## src/rtl/csel_pkg.sv

```systemverilog
package csel_pkg;

    typedef enum logic [1:0] {
        CS_STANDBY = 2'b00,
        CS_READ    = 2'b01,
        CS_WRITE   = 2'b10,
        CS_UNDEF   = 2'b11
    } csel_mode_e;

endpackage

```

## src/rtl/csel_addr_dec.sv

```systemverilog
module csel_addr_dec #(
    parameter int MUX    = 8,
    localparam int ADDR_W = (MUX > 1) ? $clog2(MUX) : 1
) (
    input  logic [ADDR_W-1:0] addr_i,
    output logic [MUX-1:0]    onehot_o
);

    always_comb begin
        onehot_o = '0;
        for (int i = 0; i < MUX; i++) begin
            if (addr_i == ADDR_W'(i)) begin
                onehot_o[i] = 1'b1;
            end
        end
    end

    always_comb begin
        assert_dec_onehot_R4: assert ($countones(onehot_o) <= 1)
            else $error("column decode not one-hot");
    end

endmodule

```

## src/rtl/csel_group.sv

```systemverilog
module csel_group
    import csel_pkg::*;
#(
    parameter int MUX = 8
) (
    input  logic [1:0]     mode_i,
    input  logic [MUX-1:0] col_hot_i,
    input  logic           we_i,
    output logic [MUX-1:0] rail_o
);

    csel_mode_e mode;

    always_comb begin
        mode = csel_mode_e'(mode_i);
        unique case (mode)
            CS_STANDBY: rail_o = '0;
            CS_READ:    rail_o = '1;
            CS_WRITE:   rail_o = we_i ? ~col_hot_i : '1;
            default:    rail_o = '1;
        endcase
    end

    always_comb begin
        if (mode_i == 2'b10) begin
            assert_group_low_le1_R5: assert ($countones(~rail_o) <= 1)
                else $error("more than one low column in a written group");
        end
    end

endmodule

```

## src/rtl/csel_rail_select.sv

```systemverilog
module csel_rail_select
    import csel_pkg::*;
#(
    parameter int WORDS = 4,
    parameter int MUX   = 8,
    localparam int COLS   = WORDS * MUX,
    localparam int ADDR_W = (MUX > 1) ? $clog2(MUX) : 1
) (
    input  logic              clk_i,
    input  logic              rst_ni,
    input  logic [1:0]        mode_i,
    input  logic [ADDR_W-1:0] col_addr_i,
    input  logic [WORDS-1:0]  word_we_i,
    output logic [COLS-1:0]   rail_sel_o
);

    typedef struct packed {
        logic [COLS-1:0] rail;
    } state_t;

    state_t state_d, state_q;

    logic [MUX-1:0]  col_hot;
    logic [COLS-1:0] rail_comb;

    csel_addr_dec #(.MUX(MUX)) u_dec (
        .addr_i   (col_addr_i),
        .onehot_o (col_hot)
    );

    for (genvar g = 0; g < WORDS; g++) begin : g_grp
        csel_group #(.MUX(MUX)) u_grp (
            .mode_i    (mode_i),
            .col_hot_i (col_hot),
            .we_i      (word_we_i[g]),
            .rail_o    (rail_comb[g*MUX +: MUX])
        );
    end

    always_comb begin
        state_d      = state_q;
        state_d.rail = rail_comb;
    end

    always_ff @(posedge clk_i) begin
        if (!rst_ni) begin
            state_q <= '0;
        end else begin
            state_q <= state_d;
        end
    end

    assign rail_sel_o = state_q.rail;

    assert_standby_low_R2: assert property (@(posedge clk_i) disable iff (!rst_ni)
        (mode_i == 2'b00) |=> (rail_sel_o == '0))
        else $error("standby did not lower every column");

    assert_read_high_R3: assert property (@(posedge clk_i) disable iff (!rst_ni)
        (mode_i == 2'b01) |=> (rail_sel_o == '1))
        else $error("read did not raise every column");

    assert_write_lowcount_R4: assert property (@(posedge clk_i) disable iff (!rst_ni)
        (mode_i == 2'b10) |=> ($countones(~rail_sel_o) == $countones($past(word_we_i))))
        else $error("low column count differs from enabled groups");

    assert_write_none_high_R5: assert property (@(posedge clk_i) disable iff (!rst_ni)
        (mode_i == 2'b10 && word_we_i == '0) |=> (rail_sel_o == '1))
        else $error("write with no enables left a column low");

    assert_undef_high_R6: assert property (@(posedge clk_i) disable iff (!rst_ni)
        (mode_i == 2'b11) |=> (rail_sel_o == '1))
        else $error("undefined mode did not raise every column");

    assert_reset_low_R1: assert property (@(posedge clk_i)
        (!rst_ni) |=> (rail_sel_o == '0))
        else $error("reset did not clear the select vector");

endmodule

```

## config.mk

```make
export PLATFORM = sky130hd
export DESIGN_NAME = csel_rail_select
export DESIGN_NICKNAME = d
export VERILOG_FILES = /design/src/rtl/csel_pkg.sv /design/src/rtl/csel_addr_dec.sv /design/src/rtl/csel_group.sv /design/src/rtl/csel_rail_select.sv
export SDC_FILE = /design/constraint.sdc
export NUM_CORES = 1
export LEC_CHECK = 0
export ABC_AREA = 1
export CAP_MARGIN = 20
export CORE_MARGIN = 1
export CORE_UTILIZATION = 30
export DETAILED_ROUTE_END_ITERATION = 8
export GPL_ROUTABILITY_DRIVEN = 1
export PLACE_DENSITY = 0.56
export SLEW_MARGIN = 40
export SYNTH_ARGS = -nofsm -noshare
export SYNTH_HDL_FRONTEND = slang
export SYNTH_SLANG_ARGS = --single-unit
```

## constraint.sdc

```tcl
create_clock -name clk_i -period 1.4 [get_ports clk_i]
set_clock_uncertainty 0.2 [all_clocks]
set_input_delay 0.35 -clock clk_i [delete_from_list [all_inputs] [get_ports clk_i]]
set_output_delay 0.35 -clock clk_i [all_outputs]
set_load 0.02 [all_outputs]
```

# Word-level counts from Yosys, hierarchy flattened
# Cells that the tools add are included.
totals:
  regBits: 32
classes:
  n_eq_ne: 8
  reduce_logical: 2
  n_bitwise: 1
  muxes: 16
op_table:
  columns: ["op", "count"]
  rows:
  - ["8-bit one-hot mux with 2 select lines", 4]
  - ["8-bit two-way mux", 4]
  - ["3-bit == test, second input constant", 4]
  - ["1-bit two-way mux", 8]
  - ["8-bit inverter", 1]
  - ["3-bit by 2-bit == test with 1-bit output, second input constant", 2]
  - ["3-bit by 1-bit == test with 1-bit output, second input constant", 1]
  - ["3-bit zero test", 1]
  - ["2-bit == test, second input constant", 1]
  - ["2-bit zero test", 1]

# Longest topological paths before layout
logic_depth:
  word_depth: 5
  mapped_depth: 5

# Modules after synthesis
# From an unflattened synthesis, not the netlist that was laid out.
unflattened:
  cells_unflattened: 222
  area_unflattened_um2: 1446.4
modules_own_cells:
  columns: ["mod", "area_each_um2", "instances", "cells_per_inst"]
  rows:
  - ["csel_rail_select", 914.6, 1, 99]
  - ["csel_group", 118.9, 4, 27]
  - ["csel_addr_dec", 56.3, 1, 15]

# Least setup slack after synthesis
# No wires, ideal clock.
synth_timing:
  path_type: "input -> register"
  from: "input word_we_i[1]"
  to: "register state_q, in the netlist rail_sel_o[15]"
  arrival_time_ns: 0.817
  n_path_buf: 1
  setup_ns: 0.132
  cell_stages: 4
  slack_ns: 0.250
  path_cell_list: "clkbuf_1 inv_1 o21ai_0 a21oi_1"
synth_between:
  elab_chain_cells: 2
synth_rtl:
  columns: ["item", "line_no", "rtl"]
  rows:
  - ["start: declaration", "csel_rail_select.sv:13", "input logic [WORDS-1:0] word_we_i,"]
  - ["8-bit two-way mux", "csel_group.sv:19", "CS_WRITE: rail_o = we_i ? ~col_hot_i : '1;"]
  - ["8-bit one-hot mux with 2 select lines", "csel_group.sv:16", "unique case (mode)"]
  - ["end signal: assignment", "csel_rail_select.sv:49", "state_q <= state_d;"]
  - ["end: declaration", "csel_rail_select.sv:21", "state_t state_d, state_q;"]
# No other way between the ends.
# A chain may end at the register's enable or synchronous reset.

# Worst setup path after layout
layout_timing:
  from: "register state_q, in the netlist rail_sel_o[23]"
  to: "output rail_sel_o[23]"
layout_lines:
  columns: ["item", "line_no", "rtl"]
  rows:
  - ["end: declaration", "csel_rail_select.sv:14", "output logic [COLS-1:0] rail_sel_o"]
# No word-level cell between the ends.

==> metrics.md <==
| Metric | Value |
|---|---|
| Final worst-path cycle share | between 90% and 100% |
| Slew Limit Fails | 0 |
| Final hold vios | 0 |
| GR Overflow Total | 0 |
| Status | completed |
| Post-synth ARST share | 0% |
| Clock slew at reported path FFs | 0.06 ns |
| Final ANT Viol Nets | 0 |
| Largest cells by area after synthesis | dfxtp_1 53%, a21oi_1 13%, nand4_1 10%, nand2_1 8.6%, nand3_1 3.7% |
| Commonest register cell after synthesis | dfxtp_1 |
| CP Cell Sequence | clkdlybuf4s15_2 |
| Row count | 22 |
| FILL cells | 392 |
| Setup violations, final | 0 |
| TritonCTS clock tree | built |
| IO Port Bufs | 42 |
| Starting DRC count in detailed routing | 47 |
| Vias in the first global route | 1108 |
| Synthesized netlist net count | 163 |
| Post-synth EDFFs | 0 |
| Share of the synthesized area in the top cell type | 52.5% |
| P per Cell Area | approximately 1200 nW/um^2 |
| Setup crit start kind | register |
| Antenna diodes | 0 |
| Setup Total Neg Slack | 0 ns |
| Largest net degree at the start of global routing | 33 |
| Routed WL per cell | between 10 and 15 microns |
| Leading area contributor after synthesis | dfxtp_1 |
| WHS Path Cells | 4 |
| Slew HR | just over 80% |
| Slowest Stage Delay on Critical Path | 0.30 ns |
| Die area | 4330 sq um |
| Placed Area | approximately 1700 sq um |
| Met1 Use GR | 16.7% |
| H-tree depth | 2 |
| Critical-path cell with the highest stage delay | dfxtp_1 |
| FMAX | ~0.73 GHz |
| WS Path Type | register to output port |
| Global-route met3 utilization | 6.03% |
| First-pass detailed-route iteration total | 4 |
| Routed WL | 2830 microns |
| Final core utilization | between 40% and 50% |
| Worst-Margin Slew | 0.265 ns |
| Post-route DRC violation count | 0 |
| Synth warn | 0 |
| Maximum vdd drop | between 0.5 and 0.6 mV |
| Max reg flops | 32 |
| Overall power | 1.96 mW |
| Top Family by Delay on Critical Path | flip-flops |
| Critical path data required time | approximately 0.85 ns |
| Root Driver | clkbuf_8 |
| CP Capture Type | output port |
| Critical path buffers and inverters | 1 |
| Nets | just over 200 |
| Initial antenna violation count | 0 |
| Syn_area_per_cell | 8.03 sq um |
| Hold EP | rail_sel_o[15] |
| Final min period | 1.37 ns |
| Die W | 65.8 microns |
| #FFs+latches synth | 32 |
| Crit. path cell count | 1 |
| Core area | 3770 sq um |
| Sink Count | 32 |
| Arr. time, crit path | 0.82 ns |
| First-pass GRT wire length | between 4000 and 5000 microns |
| Die Span Y | between 60 and 70 microns |
| TritonCTS buffer count | 5 |
| Syn Std Cell Area | 1220 sq um |
| Postcts setup bufs | 0 |
| Synth cell count leaders | 32 x a21oi_1, 32 x dfxtp_1, 28 x nand2_1 |
| Sequential-to-total area share from yosys stat | 52.5% |
| GR Layer Usage met2 | 25.9% |
| Syn-to-layout area delta | 37.3% |
| RSZ-0062 raised after global routing | false |
| Synthesized instance count | 152 |
| Netlist cell types | 13 |
| Gr busiest metal | met2 |
| Max clock buf depth | 2 |
| HPWL Detailed | 1870 microns |
| Largest fanout on the critical path | 1 |
| Total Routing Usage GR | 15.2% |
| Vias per std cell | about 4.7 |
| Routed via count | approximately 1100 |
| Worst hold path class | input port to register |
| Layout cells sized above 1 | 27.3% |
| RePlAce Congestion | 0.762 |
| LEAKAGE | 0.805 nW |
| Io pins | 43 |
| Post-route cell area | 1680 sq um |
| Initial Util | about a third |
| Max Cap Viol | 0 |
| HP Start | col_addr_i[1] |
==> placed cells by master, fill, tap and decap left out, drive strengths merged <==
master | netlist | routed
buf | 7 | 42
a21oi | 32 | 32
dfxtp | 32 | 32
nand2 | 28 | 28
nand4 | 20 | 20
nand3 | 9 | 9
inv | 9 | 9
clkdlybuf4s50 | 0 | 7
clkbuf | 10 | 5
o21ai | 4 | 4
dlymetal6s2s | 0 | 2
clkdlybuf4s15 | 0 | 2
nor2 | 1 | 1
dlygate4sd2 | 0 | 1
==> routing by layer <==
metal | share of wire, % | vias to the layer above
li1 | - | 602
met1 | 45 | 498
met2 | 47 | 34
met3 | 6.2 | 6
met4 | 1.5 | 0
met5 | 0 | -
==> metrics by stage <==
step / std cells / setup slack, ns / hold WS, ns
3_3_place_gp: 237 / -0.297 / 0.930
3_5_place_dp: 237 / -0.343 / 0.937
5_1_grt: 242 / 0.0000562 / 0.493
2_1_floorplan: 152 / 0.250 / 0.308
6_report: 242 / 0.0306 / 0.439
4_1_cts: 242 / 0.000570 / 0.581
==> worst max-delay path by stage <==
stage / slack (ns) / start / end
final: 0.03 / rail_sel_o[23] / rail_sel_o[23]
after global routing: 0.00006 / rail_sel_o[17] / rail_sel_o[17]
after CTS: 0.0006 / rail_sel_o[3] / rail_sel_o[3]
after detailed placement: -0.34 / col_addr_i[0] / rail_sel_o[15]
after global placement: -0.30 / col_addr_i[0] / rail_sel_o[15]
after floorplan: 0.25 / word_we_i[1] / rail_sel_o[15]
==> layout make-up <==
type                            count  area, sq um  area share [%]
Inverter                            9         36.3            2.17
Sequential cell                    32          641            38.2
Timing Repair Buffer               54          408            24.3
Tap cell                           48         60.1            3.58
Clock buffer                        5         68.8            4.11
Multi-Input combinational cell     94          462            27.6
==> repair_timing <==
action | CTS | global route
pin swaps | 0 | 0
gates cloned | 0 | 0
hold buffers | 0 | 0
setup endpoints to repair | 42 | 52
gates resized for setup | 106 | 27
==> kinds of logic (layout without fill, tap and decap cells) <==
family,after synthesis,after routing,synth area share [%]
buffers and inverters,26,68,9.64
AOI/OAI and AO/OA,36,36,14.8
and+or+nand+nor,58,58,23.1
DFF,32,32,52.5
==> where the power goes <==
part	internal, mW	leakage (nW)	switching [mW]
Sequential	0.975	0.269	0.0144
Clock	0.319	0.0359	0.280
Combinational	0.141	0.500	0.229
Total	1.44	0.805	0.523
No activity file was read; power rests on OpenSTA's default activity.
